## src/rtl/por_seq_pkg.sv

```systemverilog
package por_seq_pkg;

  localparam int BOOT_W = 13;

  typedef enum logic [1:0] {
    PCIE_EP        = 2'd0,
    PCIE_LEGACY_EP = 2'd1,
    PCIE_RC        = 2'd2,
    PCIE_RSVD      = 2'd3
  } pcie_mode_e;

  typedef struct packed {
    logic              endian;
    logic [BOOT_W-1:0] boot;
    pcie_mode_e        pcie_mode;
    logic              pcie_en;
    logic              pa_sel;
  } strap_t;

  typedef enum logic [2:0] {
    ST_SUPPLY,
    ST_STAB,
    ST_REFRUN,
    ST_POR,
    ST_HOLD,
    ST_WAIT,
    ST_DONE,
    ST_FAIL
  } seq_state_e;

  function automatic int max2(input int a, input int b);
    return (a > b) ? a : b;
  endfunction

endpackage

```

## src/rtl/por_sync.sv

```systemverilog
module por_sync #(
  parameter int W = 1
) (
  input  logic         clk,
  input  logic         rst,
  input  logic [W-1:0] d,
  output logic [W-1:0] q
);

  logic [W-1:0] meta;

  always_ff @(posedge clk) begin
    if (rst) begin
      meta <= '0;
      q    <= '0;
    end else begin
      meta <= d;
      q    <= meta;
    end
  end

endmodule

```

## src/rtl/por_ref_tick.sv

```systemverilog
module por_ref_tick (
  input  logic clk,
  input  logic rst,
  input  logic ref_in,
  output logic tick
);

  logic ref_s;
  logic ref_prev;

  por_sync #(.W(1)) u_ref_sync (
    .clk (clk),
    .rst (rst),
    .d   (ref_in),
    .q   (ref_s)
  );

  always_ff @(posedge clk) begin
    if (rst) ref_prev <= 1'b0;
    else     ref_prev <= ref_s;
  end

  assign tick = ref_s & ~ref_prev;

endmodule

```

## src/rtl/por_strap_drv.sv

```systemverilog
module por_strap_drv
  import por_seq_pkg::*;
(
  input  logic   clk,
  input  logic   rst,
  input  logic   io_ok,
  input  logic   track,
  input  logic   drive,
  input  strap_t strap_in,
  output strap_t strap_q,
  output logic   oe_q
);

  always_ff @(posedge clk) begin
    if (rst) begin
      strap_q <= '0;
      oe_q    <= 1'b0;
    end else if (!io_ok) begin
      strap_q <= '0;
      oe_q    <= 1'b0;
    end else if (track) begin
      strap_q <= strap_in;
      oe_q    <= 1'b1;
    end else if (drive) begin
      oe_q    <= 1'b1;
    end else begin
      strap_q <= '0;
      oe_q    <= 1'b0;
    end
  end

  AST_STRAP_IO_GATE: assert property (@(posedge clk) disable iff (rst)
    !io_ok |=> (!oe_q && strap_q == '0));

  AST_STRAP_FROZEN: assert property (@(posedge clk) disable iff (rst)
    (io_ok && drive && !track) |=> $stable(strap_q));

endmodule

```

## src/rtl/por_seq_fsm.sv

```systemverilog
module por_seq_fsm
  import por_seq_pkg::*;
#(
  parameter int STAB_CYC     = 5000,
  parameter int REF_INIT     = 500,
  parameter int FULL_DLY     = 24,
  parameter int STRAP_SETUP  = 12,
  parameter int STRAP_HOLD   = 12,
  parameter int TMO_TICKS    = 60000,
  parameter bit AUTO_RESTART = 1'b1
) (
  input  logic clk,
  input  logic rst,
  input  logic pg_ok_all,
  input  logic ref_tick,
  input  logic stat_ok,
  output logic warm_n,
  output logic por_n,
  output logic full_n,
  output logic done,
  output logic timeout,
  output logic strap_track,
  output logic strap_drive
);

  localparam int POR_TICKS = max2(FULL_DLY, STRAP_SETUP);
  localparam int CNT_MAX   = max2(max2(STAB_CYC, REF_INIT),
                                  max2(max2(POR_TICKS, STRAP_HOLD), TMO_TICKS)) + 1;
  localparam int CNT_W     = $clog2(CNT_MAX + 1);

  localparam logic [CNT_W-1:0] STAB_LAST = CNT_W'(STAB_CYC - 1);
  localparam logic [CNT_W-1:0] REF_LAST  = CNT_W'(REF_INIT);
  localparam logic [CNT_W-1:0] POR_LAST  = CNT_W'(POR_TICKS);
  localparam logic [CNT_W-1:0] HOLD_LAST = CNT_W'(STRAP_HOLD);
  localparam logic [CNT_W-1:0] TMO_LAST  = CNT_W'(TMO_TICKS - 1);

  seq_state_e       state_q, state_d;
  logic [CNT_W-1:0] cnt;
  logic             counting;

  always_comb begin
    state_d = state_q;
    if (!pg_ok_all) begin
      state_d = ST_SUPPLY;
    end else begin
      case (state_q)
        ST_SUPPLY: state_d = ST_STAB;
        ST_STAB:   if (cnt == STAB_LAST) state_d = ST_REFRUN;
        ST_REFRUN: if (ref_tick && cnt == REF_LAST) state_d = ST_POR;
        ST_POR:    if (ref_tick && cnt == POR_LAST) state_d = ST_HOLD;
        ST_HOLD:   if (ref_tick && cnt == HOLD_LAST) state_d = ST_WAIT;
        ST_WAIT: begin
          if (stat_ok)                          state_d = ST_DONE;
          else if (ref_tick && cnt == TMO_LAST) state_d = ST_FAIL;
        end
        ST_DONE:   state_d = ST_DONE;
        ST_FAIL:   state_d = AUTO_RESTART ? ST_SUPPLY : ST_FAIL;
        default:   state_d = ST_SUPPLY;
      endcase
    end
  end

  assign counting = (state_q == ST_STAB) ||
                    (ref_tick && (state_q inside {ST_REFRUN, ST_POR, ST_HOLD, ST_WAIT}));

  always_ff @(posedge clk) begin
    if (rst) begin
      state_q <= ST_SUPPLY;
      cnt     <= '0;
    end else begin
      state_q <= state_d;
      if (state_d != state_q) cnt <= '0;
      else if (counting)      cnt <= cnt + 1'b1;
    end
  end

  always_ff @(posedge clk) begin
    if (rst) begin
      warm_n  <= 1'b0;
      por_n   <= 1'b0;
      full_n  <= 1'b0;
      done    <= 1'b0;
      timeout <= 1'b0;
    end else begin
      warm_n <= state_d inside {ST_REFRUN, ST_POR, ST_HOLD, ST_WAIT, ST_DONE};
      por_n  <= state_d inside {ST_POR, ST_HOLD, ST_WAIT, ST_DONE};
      full_n <= state_d inside {ST_HOLD, ST_WAIT, ST_DONE};
      done   <= (state_d == ST_DONE);
      if (state_d == ST_DONE)      timeout <= 1'b0;
      else if (state_d == ST_FAIL) timeout <= 1'b1;
    end
  end

  assign strap_track = state_d inside {ST_SUPPLY, ST_STAB};
  assign strap_drive = state_d inside {ST_REFRUN, ST_POR, ST_HOLD};

  AST_POR_AFTER_WARM: assert property (@(posedge clk) disable iff (rst)
    por_n |-> warm_n);

  AST_FULL_AFTER_POR: assert property (@(posedge clk) disable iff (rst)
    full_n |-> por_n);

  AST_PWR_LOSS: assert property (@(posedge clk) disable iff (rst)
    !pg_ok_all |=> (!warm_n && !por_n && !full_n && !done));

  AST_DONE_NEEDS_FULL: assert property (@(posedge clk) disable iff (rst)
    done |-> full_n);

  AST_TMO_EXCL: assert property (@(posedge clk) disable iff (rst)
    timeout |-> !done);

  AST_TMO_RESETS_LOW: assert property (@(posedge clk) disable iff (rst)
    $rose(timeout) |-> (!warm_n && !por_n && !full_n));

endmodule

```

## src/rtl/por_sequencer.sv

```systemverilog
module por_sequencer
  import por_seq_pkg::*;
#(
  parameter int N_RAILS      = 4,
  parameter int IO_RAIL      = 0,
  parameter int STAB_CYC     = 5000,
  parameter int REF_INIT     = 500,
  parameter int FULL_DLY     = 24,
  parameter int STRAP_SETUP  = 12,
  parameter int STRAP_HOLD   = 12,
  parameter int TMO_TICKS    = 60000,
  parameter bit AUTO_RESTART = 1'b1
) (
  input  logic               clk,
  input  logic               rst,
  input  logic               ref_clk,
  input  logic [N_RAILS-1:0] rail_good,
  input  logic               stat_in,
  input  logic               strap_endian_in,
  input  logic [12:0]        strap_boot_in,
  input  logic [1:0]         strap_pcie_mode_in,
  input  logic               strap_pcie_en_in,
  input  logic               strap_pa_sel_in,
  output logic               warm_rst_n,
  output logic               por_rst_n,
  output logic               full_rst_n,
  output logic               strap_oe,
  output logic               strap_endian,
  output logic [12:0]        strap_boot,
  output logic [1:0]         strap_pcie_mode,
  output logic               strap_pcie_en,
  output logic               strap_pa_sel,
  output logic               seq_done,
  output logic               seq_timeout
);

  localparam int SYNC_W = N_RAILS + 1;

  logic [SYNC_W-1:0] sync_q;
  logic [N_RAILS-1:0] rail_s;
  logic stat_s, pg_ok_all, io_ok, ref_tick, track, drive;
  strap_t strap_in, strap_q;

  por_sync #(.W(SYNC_W)) u_in_sync (
    .clk (clk),
    .rst (rst),
    .d   ({stat_in, rail_good}),
    .q   (sync_q)
  );

  assign rail_s    = sync_q[N_RAILS-1:0];
  assign stat_s    = sync_q[N_RAILS];
  assign pg_ok_all = &rail_s;
  assign io_ok     = rail_s[IO_RAIL];

  por_ref_tick u_tick (
    .clk    (clk),
    .rst    (rst),
    .ref_in (ref_clk),
    .tick   (ref_tick)
  );

  por_seq_fsm #(
    .STAB_CYC     (STAB_CYC),
    .REF_INIT     (REF_INIT),
    .FULL_DLY     (FULL_DLY),
    .STRAP_SETUP  (STRAP_SETUP),
    .STRAP_HOLD   (STRAP_HOLD),
    .TMO_TICKS    (TMO_TICKS),
    .AUTO_RESTART (AUTO_RESTART)
  ) u_fsm (
    .clk         (clk),
    .rst         (rst),
    .pg_ok_all   (pg_ok_all),
    .ref_tick    (ref_tick),
    .stat_ok     (stat_s),
    .warm_n      (warm_rst_n),
    .por_n       (por_rst_n),
    .full_n      (full_rst_n),
    .done        (seq_done),
    .timeout     (seq_timeout),
    .strap_track (track),
    .strap_drive (drive)
  );

  assign strap_in.endian    = strap_endian_in;
  assign strap_in.boot      = strap_boot_in;
  assign strap_in.pcie_mode = pcie_mode_e'(strap_pcie_mode_in);
  assign strap_in.pcie_en   = strap_pcie_en_in;
  assign strap_in.pa_sel    = strap_pa_sel_in;

  por_strap_drv u_strap (
    .clk      (clk),
    .rst      (rst),
    .io_ok    (io_ok),
    .track    (track),
    .drive    (drive),
    .strap_in (strap_in),
    .strap_q  (strap_q),
    .oe_q     (strap_oe)
  );

  assign strap_endian    = strap_q.endian;
  assign strap_boot      = strap_q.boot;
  assign strap_pcie_mode = strap_q.pcie_mode;
  assign strap_pcie_en   = strap_q.pcie_en;
  assign strap_pa_sel    = strap_q.pa_sel;

endmodule

```

## config.mk

```make
export PLATFORM = sky130hd
export DESIGN_NAME = por_sequencer
export DESIGN_NICKNAME = d
export VERILOG_FILES = /design/src/rtl/por_seq_pkg.sv /design/src/rtl/por_sync.sv /design/src/rtl/por_ref_tick.sv /design/src/rtl/por_strap_drv.sv /design/src/rtl/por_seq_fsm.sv /design/src/rtl/por_sequencer.sv
export SDC_FILE = /design/constraint.sdc
export NUM_CORES = 1
export LEC_CHECK = 0
export BUFFER_PORTS_ARGS = -buffer_cell sky130_fd_sc_hd__buf_2
export CAP_MARGIN = 20
export CORE_ASPECT_RATIO = 1.75
export CORE_MARGIN = 1
export CORE_UTILIZATION = 55
export CTS_CLUSTER_SIZE = 12
export DETAILED_ROUTE_END_ITERATION = 8
export PLACE_DENSITY = 0.79
export SKIP_CTS_REPAIR_TIMING = 1
export SYNTH_ARGS = -nofsm -noshare
export SYNTH_HDL_FRONTEND = slang
export SYNTH_SLANG_ARGS = --single-unit
```

## constraint.sdc

```tcl
create_clock -name clk -period 6.5 [get_ports clk]
set_input_delay 0.325 -clock clk [delete_from_list [all_inputs] [get_ports clk]]
set_output_delay 0.325 -clock clk [all_outputs]
set_load 0.1 [all_outputs]
```

Yosys cells after proc, flatten, opt, wreduce, memory -nomap -nowiden

Index checks and enable logic that the tools add are counted.

Word-level logic and storage cells: 73
Output and inout bits: 24
Register bits: 56
Input bits: 26

Add/subtract/negate cells: 1
Multiplexer cells: 12
Reductions and logical operators: 18
Eq/ne operators: 21
Bitwise operators: 3

Operator list:

| cell                                                               | number |
|---|---|
| 18-bit two-way mux                                                 | 2 |
| 3-bit == test (second input constant)                              | 8 |
| 3-bit case mux with 8 select lines                                 | 1 |
| 3-bit two-way mux                                                  | 7 |
| 16-bit by 1-bit adder with 16-bit output (second input constant)   | 1 |
| 16-bit by 13-bit == test with 1-bit output (second input constant) | 1 |
| 16-bit == test (second input constant)                             | 1 |
| 16-bit by 4-bit == test with 1-bit output (second input constant)  | 1 |
| 16-bit by 5-bit == test with 1-bit output (second input constant)  | 1 |
| 16-bit by 9-bit == test with 1-bit output (second input constant)  | 1 |
| 3-bit by 2-bit == test with 1-bit output (second input constant)   | 4 |
| 4-bit nonzero test                                                 | 2 |
| 3-bit by 1-bit == test with 1-bit output (second input constant)   | 2 |
| 3-bit zero test                                                    | 2 |
| 3-bit nonzero test                                                 | 2 |
| 2-bit OR reduction                                                 | 3 |
| 1-bit logical AND                                                  | 5 |
| 5-bit nonzero test                                                 | 1 |
| 4-bit AND reduction                                                | 1 |
| 3-bit inequality test                                              | 1 |
| 1-bit two-way mux                                                  | 2 |
| 2-bit inequality test (second input constant)                      | 1 |
| 1-bit inverter                                                     | 2 |
| 2-bit nonzero test                                                 | 1 |
| other kinds (2)                                                    | 2 |

Depth between registers and ports, before layout

Gate-level depths: netlist of the first run.

Depth in word-level cells: 11
Gate-level depth with buffers: 10
Depth with buffers taken out: 8

Cells and area by module

A second synthesis of the first run with hierarchy kept.

Cells, all modules: 283
Area, all modules: 2526.2 um^2

By module, submodules not included:

| module                        | area an instance (um^2) | cells an instance | seq. area each (um^2) | times used |
|---|---|---|---|---|
| por_seq_fsm                   | 1377.6                  | 171               | 480.5                 | 1 |
| por_strap_drv                 | 777.0                   | 84                | 380.4                 | 1 |
| por_sync at u_in_sync         | 262.8                   | 20                | 200.2                 | 1 |
| por_sync at u_tick.u_ref_sync | 52.6                    | 4                 | 40.0                  | 1 |
| por_ref_tick                  | 47.5                    | 3                 | 20.0                  | 1 |
| por_sequencer                 | 8.8                     | 1                 | 0.0                   | 1 |

Least setup slack after synthesis of the first run

Ideal clock, no wire load.

Kind: register to register
From: reg u_fsm.state_q[1]
To: reg u_fsm.cnt[5]
Arrival: 2.386 ns
Stages on the path, launching flop included: 11
Clock period less this slack: 2.478 ns
Setup slack: 4.022 ns
Cells stage by stage: dfxtp_1 -> clkbuf_1 -> inv_1 -> ha_1 -> nor3_1 -> a21oi_1 -> nand3_1 -> a21boi_0 -> nand4b_1 -> buf_2 -> nor4_1

Cells in the longest elaborated chain, start to end: 6
Elaborated cells on any way between the ends: 21
Classes of those cells: eq/ne (8); mux (8); reduce/logical (5)

Ends and longest elaborated chain:

| item                               | RTL line          | text |
|---|---|---|
| start: declaration                 | por_seq_fsm.sv:37 | `seq_state_e state_q, state_d;` |
| start signal: assignment           | por_seq_fsm.sv:71 | `state_q <= state_d;` |
| 3-bit two-way mux                  | por_seq_fsm.sv:54 | `else if (ref_tick && cnt == TMO_LAST) state_d = ST_FAIL;` |
| 3-bit two-way mux                  | por_seq_fsm.sv:53 | `if (stat_ok) state_d = ST_DONE;` |
| 3-bit case mux with 8 select lines | por_seq_fsm.sv:46 | `case (state_q)` |
| 3-bit two-way mux                  | por_seq_fsm.sv:43 | `if (!pg_ok_all) begin` |
| 3-bit inequality test              | por_seq_fsm.sv:72 | `if (state_d != state_q) cnt <= '0;` |
| 2-bit OR reduction (no line)       | n/a               |  |
| end signal: assignment             | por_seq_fsm.sv:73 | `else if (counting) cnt <= cnt + 1'b1;` |
| end: declaration                   | por_seq_fsm.sv:38 | `logic [CNT_W-1:0] cnt;` |

Several ways; a longest one is shown, not always the timed one.
A chain may end at the register's enable or synchronous reset.

Worst setup path after layout of the first run

From: reg u_fsm.state_q[1]
To: reg u_fsm.cnt[15]

Same word-level chain as after synthesis.

==> impl_results.md, run 1 <==
* Status: completed
* Synth area leaders: dfxtp_1 (42%), nand2_1 (6.5%), nor2b_1 (3.5%)
* Clock transition at the registers of the reported paths at 0.10 ns
* Synthesized area per cell at 8.77 µm²
* Ys Warns at 0
* Placed insts at 392
* Clk_lat worst skew at 0.31 ns
* Asr flop ratio synth at 0%
* Pre-antenna DRT Iters at 4
* TritonCTS Buffers at 5
* Syn Inst Count at approximately 300
* First-pass GRT wire length at ~9.7 mm
* Area growth from synthesis to layout at 12.7%
* Synth area leader: dfxtp_1
* Via count at about 2400
* Critical path endpoint category: flip-flop
* Overflow after GRT at 0
* Yosys cell types at 55
* Worst setup path class: flip-flop to flip-flop
* Setup_tns at 0 ns
* Antenna violations before repair at 0
* Pwr dens at 199 nW/µm²
* CTS H-tree lvls at 2
* Worst r2r path cells at 8
* RSZ-0062 raised after global routing: no
* Post-synth EDFFs at 0
* Fin cells at 400
* Root Buffer: clkbuf_8
* Synth Flop Type: dfxtp_1
* Post-synthesis net count at 335
* GRT met1 Usage at between 20 and 30%
* Yosys reg bits at 56
* Drt wl/cell at 14.7 µm
* Detail Route Antenna Nets at 0
* DRC at 0
* Gpl congestion at 0.904
* Rows at 33
* Worst slew pin tran at 0.687 ns
* Final Cycle Share at 47.2%
* Area share of the largest cell type after synthesis at 42.1%
* Via/cell ratio at between 5 and 6
* Fmax at around 330 MHz
* Share of post-route cells with drive strength above 1 at 24.7%
* CP Launch Type: flip-flop
* Die area at 5140 µm²
* Hold Crit Class: input pin to flip-flop
* Min cycle time layout at 3.07 ns
* Sequential Area at between 1000 and 1500 µm²
* MaxCap Viol Count at 0
* Met2 usage at 44.0%
* Mapped Area at 2670 µm²
* Max VDD drop at 0.227 mV
* CTS tree: built
* Core area at ~4700 µm²
* Maximum number of pins on one net before global-route repair at 25
* Clock Sinks at 56
* Nets at 378
* Clk buf depth at 2
* Fin util at 64.4%
* Multi-input logic area at between 1000 and 1500 µm²
* Worst Path Required at 6.72 ns
* GRT busiest layer: met2
* Die Ht at 94.1 µm
* # port buffers at 49
* Initial core utilization at ~57%
* Worst Path Max Fanout at 17
* Initial DRC Count at 71
* Crit path DAT at 3.28 ns
* Clock skew at ~0.006 ns
* FILL cells at 391
* Relative max-transition margin at 54.0%
* Die width at 54.6 µm
* Diode count at 0
* Lkg Pwr at approximately 1.1 nW
* Hold depth at 3
* # IOs at 50
* Final wirelength at 5.89 mm
* Setup violators final at 0
* Tot GR Track Use at 25.6%
* Register area share after synthesis at between 40% and 50%
* Endpoints failing hold at 0
* Met3 GRT Util at approximately 3.6%
* Max Slew Vio Count at 0
* Dpl hpwl at 4.30 mm
* Vias in the first global route at 2206
[cells in the final DEF, fill, tap and decap left out, types with 9 or more instances in the layout]
master | netlist | layout
buf_2 | 3 | 49
dfxtp_1 | 56 | 56
nand2_1 | 46 | 46
nor2_1 | 19 | 19
nor2b_1 | 15 | 15
nor3_1 | 16 | 16
nor4_1 | 12 | 12
o21ai_0 | 13 | 13
o21ai_2 | 10 | 10
xnor2_1 | 9 | 9
[cell families after synthesis]
group,after synthesis,synth area share (%)
AOI/OAI and AO/OA,47,13.4
xor gates and xnor gates,15,4.93
adders and majority gates,5,2.35
buffers and inverters,23,4.37
DFF,56,42.1
muxes,1,0.423
and+or+nand+nor,157,32.5
[stage by stage]
| step | cell area (µm²) | hold WS, ns | worst slack [ns] | total power [mW] |
|---|---|---|---|---|
| 6_report | 3000 | 0.202 | 3.43 | 0.599 |
| 5_1_grt | 3000 | 0.198 | 3.05 | 0.624 |
| 4_1_cts | 3000 | 0.199 | 3.40 | 0.604 |
| 3_5_place_dp | 2910 | 0.427 | 3.45 | 0.414 |
| 3_3_place_gp | 2900 | 0.417 | 3.58 | 0.412 |
| 2_1_floorplan | 2670 | 0.407 | 4.02 | 0.399 |
[critical path: stages, from the launching register on]
cell,delay (ns)
dfxtp_1,0.64
inv_1,0.16
ha_1,0.23
nor3_1,0.38
a21oi_1,0.24
nand3_1,0.12
a21boi_0,0.18
nand4b_1,0.57
nor4_1,0.44
[cells in the mapped netlist, drive strengths merged (3+ instances only)]
cell,count
dfxtp,56
clkbuf,8
nor3b,3
o21ai,24
xnor2,9
nand3,8
or4,4
nor3,17
inv,7
or3b,4
and4,3
nor2,19
xor2,6
nand4,8
a21oi,6
buf,8
nor2b,15
nand2,46
ha,5
nor4,12
[flip-flops by register name (all words and copies together) (netlist names)]
name	count
u_fsm.cnt	16
u_fsm.done	1
u_fsm.full_n	1
u_fsm.por_n	1
u_fsm.state_q	3
u_fsm.timeout	1
u_fsm.warm_n	1
u_in_sync.meta	5
u_in_sync.q	5
u_strap.oe_q	1
u_strap.strap_q	18
u_tick.ref_prev	1
u_tick.u_ref_sync.meta	1
u_tick.u_ref_sync.q	1
[power by group]
part | total, mW | switching, mW | internal (mW)
clock network | 0.193 | 0.116 | 0.0775
registers | 0.353 | 0.00295 | 0.350
logic | 0.0525 | 0.0392 | 0.0133
[final cells by class]
class                           count  area share (%)
Clock buffer                        5            2.29
Clock inverter                      3           0.750
Inverter                            7           0.875
Multi-Input combinational cell    225            47.5
Sequential cell                    56            37.3
Tap cell                           52            2.17
Timing Repair Buffer               52            9.04
[per-layer routing]
layer / up-vias / share of wire, %
met5: - / 0
met4: 0 / 5.1
met3: 25 / 4.2
met2: 80 / 52
met1: 1086 / 39
li1: 1161 / -
[path summary, 6_finish.rpt]
check / slack (ns) / start / to
setup / recovery: 3.43 / u_fsm.state_q[1] / u_fsm.cnt[15]
hold / removal: 0.20 / strap_boot_in[12] / u_strap.strap_q[16]
setup reg to reg: 3.43 / u_fsm.state_q[1] / u_fsm.cnt[15]
hold reg to reg: 0.45 / u_in_sync.meta[2] / u_in_sync.q[2]
Power figures use the tool's default switching activity.
==> run 2, diff against run 1 <==
ABC_AREA = 1   (was unset)
CORE_UTILIZATION = 50   (was 55)
PLACE_DENSITY = 0.76   (was 0.79)
clock period = 2.6 ns   (was 6.5 ns; I/O delays follow)
==> run 2 against run 1 <==
Against the previous run: first-iteration DRC count shrank 31%; sequential cell count unchanged; global-route usage is 5.2 points lower; cell area grew 0.75%; clock skew is 0.0031 ns higher; maximum frequency is 35% higher; highest routed layer unchanged.
==> impl_results.md, run 2 <==
* GRT busiest layer: met2
* Antenna violations before repair at 0
* Yosys reg bits at 56
* Max VDD drop at 0.352 mV
* CTS tree: built
* Relative max-transition margin at 55.8%
* Comb power frac at 6.5%
* Max Slew Vio Count at 0
* Post-synthesis net count at 380
* Most frequent cells after synthesis: nand2_1 (61), nor2_1 (58), dfxtp_1 (56)
* Met2 usage at between 30% and 40%
* Clock power frac at between 30% and 40%
* Nets at approximately 430
* Multi-input logic area at 1310 µm²
* Placed insts at 443
* Initial DRC Count at between 40 and 50
* CP top delay family: simple AND/OR/NAND/NOR gates
* Register area share after synthesis at a little over two fifths
* Worst Path Required at 2.83 ns
* CP cell instances: inv_2 > ha_1 > o21ai_4 > nand3_1 > nor2_1 > nand2_1 > nor3_1 > xor2_1 > nor3_1
* Commonest non-fill, non-tap cell in the layout: nand2_1
* Fin util at between 50% and 60%
* Critical path endpoint category: flip-flop
* Mapped Area at about 2700 µm²
* Setup violators final at 0
* Synthesized area per cell at between 7 and 8 µm²
* Fin cells at 451
* Net switching power at 0.363 mW
* Vias in the first global route at 2176
* Detail Route Antenna Nets at 0
* Gpl congestion at around 0.86
* Number of flip-flops under the largest register name at 18
* Diode count at 0
* RSZ-0062 raised after global routing: no
* Die Ht at between 90 and 100 µm
* Top-count cell post-synth: nand2_1
* Slowest stage cell, crit path: dfxtp_1
* Clock skew at 0.00909 ns
* Maximum number of pins on one net before global-route repair at 21
* Clk_lat worst skew at 0.31 ns
* Pre-antenna DRT Iters at 4
* Die area at roughly 5700 µm²
* Sequential Area at between 1000 and 1500 µm²
* Share of post-route cells with drive strength above 1 at 22.4%
* HP Start: rail_good[2]
* Syn Inst Count at ~350
* Drt wl/cell at between 10 and 15 µm
* Flop pwr share at 60.3%
* Worst setup path class: flip-flop to flip-flop
* FILL cells at 478
* Lkg Pwr at around 1.4 nW
* Synth Flop Type: dfxtp_1
* Most frequent cells in the layout: nand2_1 (61), nor2_1 (58), dfxtp_1 (56), buf_2 (49), inv_1 (42)
* Fmax at about 440 MHz
* # IOs at 50
* Asr flop ratio synth at 0%
* Initial core utilization at 52.8%
* Via/cell ratio at 5.12
* Pwr dens at 481 nW/µm²
* Worst Path Max Fanout at 9
* Status: completed
* Clock transition at the registers of the reported paths at 0.10 ns
* Final Cycle Share at 87.6%
* MaxCap Viol Count at 0
* Met3 GRT Util at 3.67%
* Most common cell on crit path: nor3_1
* Synth area leader: dfxtp_1
* Biggest regs: u_strap.strap_q: 18 flops, u_fsm.cnt: 16 flops
* Cell Int Power at around 1.1 mW
* Hold Crit Class: input pin to flip-flop
* Switching part of the total at 24.9%
* Worst slew pin tran at 0.662 ns
* CP peak stage delay at roughly 0.44 ns
* Via count at 2310
* Final wirelength at 5.33 mm
* Ys Warns at 0
* CTS H-tree lvls at 2
* First-pass GRT wire length at approximately 9.1 mm
* DRC at 0
* Worst hold slack at 0.0156 ns
* Root Buffer: clkbuf_8
* Hold Path End: u_in_sync.meta[2]
* Dpl hpwl at 4.02 mm
* Post-synth EDFFs at 0
* Setup_tns at 0 ns
* Rows at 34
* Tot GR Track Use at between 20% and 30%
* Synth area leaders: dfxtp_1 (42%), nand2_1 (8.6%), nor2_1 (8.1%)
* Yosys cell types at 29
* # port buffers at 49
* Clock Sinks at 56
* CP Launch Type: flip-flop
* Area share of the largest cell type after synthesis at roughly two fifths
* Overflow after GRT at 0
* Hold depth at 3
* Area growth from synthesis to layout at 13.3%
* Min cycle time layout at about 2.3 ns
* Clk buf depth at 2
* WP buf/inv at 1
* Worst r2r path cells at 9
* Largest Register: u_strap.strap_q
* Crit path DAT at approximately 2.5 ns
* TritonCTS Buffers at 5
* Core area at 5060 µm²
* GRT met1 Usage at 22.2%
* Worst reg2reg path startpoint: u_fsm.state_q[1]
* RR Endpoint: u_fsm.cnt[15]
* Die width at 57.3 µm
* Endpoints failing hold at 0
* Reg2Reg Setup Slack at 0.32 ns
-- run 2: changes by cell type after synthesis, sizes merged, moves of 11 or more --
| cell | previous run | this run |
|---|---|---|
| nor4 | 12 | 0 |
| nand4 | 8 | 21 |
| nand3 | 8 | 19 |
| nor2b | 15 | 0 |
| a21oi | 6 | 24 |
| nor2 | 19 | 59 |
| o21ai | 24 | 3 |
| nand2 | 46 | 64 |
| inv | 7 | 48 |
-- run 2: kinds of logic after synthesis --
family | share of synthesized area (%)
AND/OR/NAND/NOR | 34.4
buffers and inverters | 9.27
flip-flops | 42.0
AO/OA/AOI/OAI | 6.04
XOR/XNOR | 5.95
adder cells (fa/ha/maj) | 2.34
-- run 2: how the worst max path moves through the flow --
stage	cells after the start	end	slack [ns]	from
5_1_grt	9	u_fsm.cnt[15]	0.1	u_fsm.state_q[1]
6_report	9	u_fsm.cnt[15]	0.32	u_fsm.state_q[1]
2_1_floorplan	10	u_fsm.cnt[14]	0.57	u_fsm.state_q[1]
3_5_place_dp	9	u_fsm.cnt[15]	0.28	u_fsm.state_q[1]
4_1_cts	9	u_fsm.cnt[15]	0.24	u_fsm.state_q[1]
3_3_place_gp	9	u_fsm.cnt[15]	0.39	u_fsm.state_q[1]
-- run 2: metrics by stage --
| stage | total power, mW | setup WS (ns) | instance area [µm²] |
|---|---|---|---|
| global placement | 0.990 | 0.394 | 2930 |
| detailed placement | 0.992 | 0.277 | 2930 |
| floorplan | 0.964 | 0.566 | 2670 |
| CTS | 1.48 | 0.237 | 3020 |
| global route | 1.51 | 0.0958 | 3030 |
| finish | 1.45 | 0.323 | 3030 |
-- run 2: area by class of cell --
| cell class | instances | area share (%) |
|---|---|---|
| multi-input cells | 235 | 43.3 |
| flip-flops and latches | 56 | 37.1 |
| repair buffers | 50 | 8.35 |
| inverters | 48 | 6.04 |
| clock buffers | 5 | 2.27 |
| well taps | 54 | 2.23 |
| clock inverters | 3 | 0.744 |
-- run 2: power groups by stage --
stage / Sequential (mW) / Combinational, mW / Clock, mW
after floorplan: 0.932 / 0.0315 / 0
after global placement: 0.896 / 0.0942 / 0
after detailed placement: 0.897 / 0.0956 / 0
after CTS: 0.877 / 0.0957 / 0.503
after global routing: 0.878 / 0.102 / 0.528
final: 0.876 / 0.0950 / 0.483
-- run 2: layer usage --
| layer | up-vias | share of wire [%] |
|---|---|---|
| met5 | - | 0 |
| met4 | 0 | 2.8 |
| met3 | 13 | 4.0 |
| met2 | 61 | 53 |
| met1 | 1034 | 40 |
| li1 | 1202 | - |
-- run 2: tightest hold or removal path: cells and delay by family --
kind / cells / cell delay, ns
buffers and inverters: 2 / 0.13
AND/OR/NAND/NOR: 1 / 0.03
==> run 3, diff against run 2 <==
CELL_PAD_IN_SITES_DETAIL_PLACEMENT = 0   (was unset)
CELL_PAD_IN_SITES_GLOBAL_PLACEMENT = 2   (was unset)
CORE_UTILIZATION = 28   (was 50)
PLACE_DENSITY = unset   (was 0.76)
PLACE_DENSITY_LB_ADDON = 0.1   (was unset)
==> run 3 against run 2 <==
Against the previous run: count of clock-buffer cells in the layout stayed put; highest routed layer unchanged; critical endpoint is now u_strap.strap_q[11]; non-clock buffer count is 2 higher; clock power is 63% higher.
==> impl_results.md, run 3 (synthesis gave the netlist of run 2 again) <==
* Worst slew pin tran at 0.700 ns
* Initial core utilization at 29.2%
* Via count at 2289
* Clock transition at the registers of the reported paths at 0.08 ns
* First-pass GRT wire length at 11.2 mm
* Final Cycle Share at 83.6%
* Tot GR Track Use at 15.0%
* # port buffers at 49
* Area growth from synthesis to layout at 19.7%
* Final wirelength at 6.84 mm
* MaxCap Viol Count at 0
* Overflow after GRT at 0
* DRC at 0
* Fmax at 460 MHz
* Die width at around 76 µm
* Min cycle time layout at 2.17 ns
* Gpl congestion at 0.753
* Number of flip-flops under the largest register name at 18
* Endpoints failing hold at 0
* Core area at between 9000 and 10000 µm²
* Detail Route Antenna Nets at 0
* Crit path DAT at 2.33 ns
* Root Buffer: clkbuf_16
* Die area at 9950 µm²
* Max Slew Vio Count at 0
* Diode count at 0
* Rows at 46
* Nets at 429
* Initial DRC Count at 60
* CTS H-tree lvls at 2
* Drt wl/cell at 13.2 µm
* Pwr dens at 551 nW/µm²
* Sequential Area at around 1100 µm²
* Reg2Reg Setup Slack at 0.43 ns
* Worst Path Required at about 2.8 ns
* Dpl hpwl at 5.10 mm
* Clock skew at 0.00642 ns
* CP Launch Type: flip-flop
* Commonest non-fill, non-tap cell in the layout: nand2_1
* RSZ-0062 raised after global routing: no
* Fin util at a little over a third
* Worst Path Max Fanout at 18
* # IOs at 50
* Pwr Total at 1.76 mW
* Worst hold slack at around 0.027 ns
* Worst setup path class: flip-flop to flip-flop
* CTS tree: built
* Maximum number of pins on one net before global-route repair at 21
* Clk_lat worst skew at 0.30 ns
* Via/cell ratio at 4.41
* Lkg Pwr at 1.40 nW
* TritonCTS Buffers at 5
* Pre-antenna DRT Iters at 4
* Clock Sinks at 56
* Largest Register: u_strap.strap_q
* HP Start: stat_in
* Share of post-route cells with drive strength above 1 at 22.8%
* FILL cells at 1029
* Relative max-transition margin at 53.2%
* Worst reg2reg path startpoint: u_fsm.state_q[2]
* Critical path endpoint category: flip-flop
* Clk buf depth at 2
* Antenna violations before repair at 0
* Hold Crit Class: input pin to flip-flop
* Most frequent cells in the layout: nand2_1 (61), nor2_1 (58), dfxtp_1 (56), buf_2 (49), inv_1 (42)
* CP Launch Point: u_fsm.state_q[2]
* Die Ht at 131 µm
* Status: completed
* Max VDD drop at 0.338 mV
* Biggest regs: u_strap.strap_q: 18 flops, u_fsm.cnt: 16 flops
* Vias in the first global route at 2319
* Multi-input logic area at 1300 µm²
* Setup violators final at 0
* Setup_tns at 0 ns
==> run 3: cell types whose count changed in the layout (fill, tap and decap cells not counted), sizes merged <==
cell,change
buf,+2
inv,-1
bufinv,+1
==> run 3: final timing paths <==
path                                            end  cells after the start
worst max-delay path            u_strap.strap_q[11]                     10
worst min-delay path              u_in_sync.meta[4]                      3
worst max register to register  u_strap.strap_q[11]                     10
worst min register to register       u_in_sync.q[2]                      2
==> run 3: power by group <==
group          switching [mW]  internal [mW]  total [mW]
Combinational          0.0697         0.0270      0.0967
Clock                   0.330          0.459       0.789
Sequential            0.00564          0.871       0.877
Total                   0.406           1.36        1.76
==> run 3: through the flow <==
stage / cells / setup slack, ns / cell area [µm²]
6_report: 519 / 0.427 / 3200
5_1_grt: 519 / 0.169 / 3200
4_1_cts: 519 / 0.384 / 3200
3_5_place_dp: 511 / 0.410 / 3020
3_3_place_gp: 511 / 0.381 / 3020
2_1_floorplan: 349 / 0.566 / 2670
==> run 3: layout make-up <==
type	instances	share of cell area [%]
multi-input cells	235	40.7
flip-flops and latches	56	35.1
repair buffers	52	8.38
inverters	48	5.71
well taps	120	4.70
clock buffers	5	3.91
clock inverters	3	1.49
==> run 3: worst max-delay path, stage by stage (launching register included) <==
cell and delay (ns):
dfxtp_1 0.53, inv_2 0.10, ha_1 0.20, nor3_1 0.18, inv_1 0.07, nand2_1 0.06, o21ai_1 0.09, nand3_2 0.14
nand3_2 0.35, nand4_1 0.23, a21oi_1 0.08
==> run 3: layer usage <==
metal | global-route usage [%] | wire, µm
met1 | 14.8 | 2600
met2 | 28.9 | 3880
met3 | 2.53 | 247
met4 | 5.86 | 111
met5 | 0 | 0
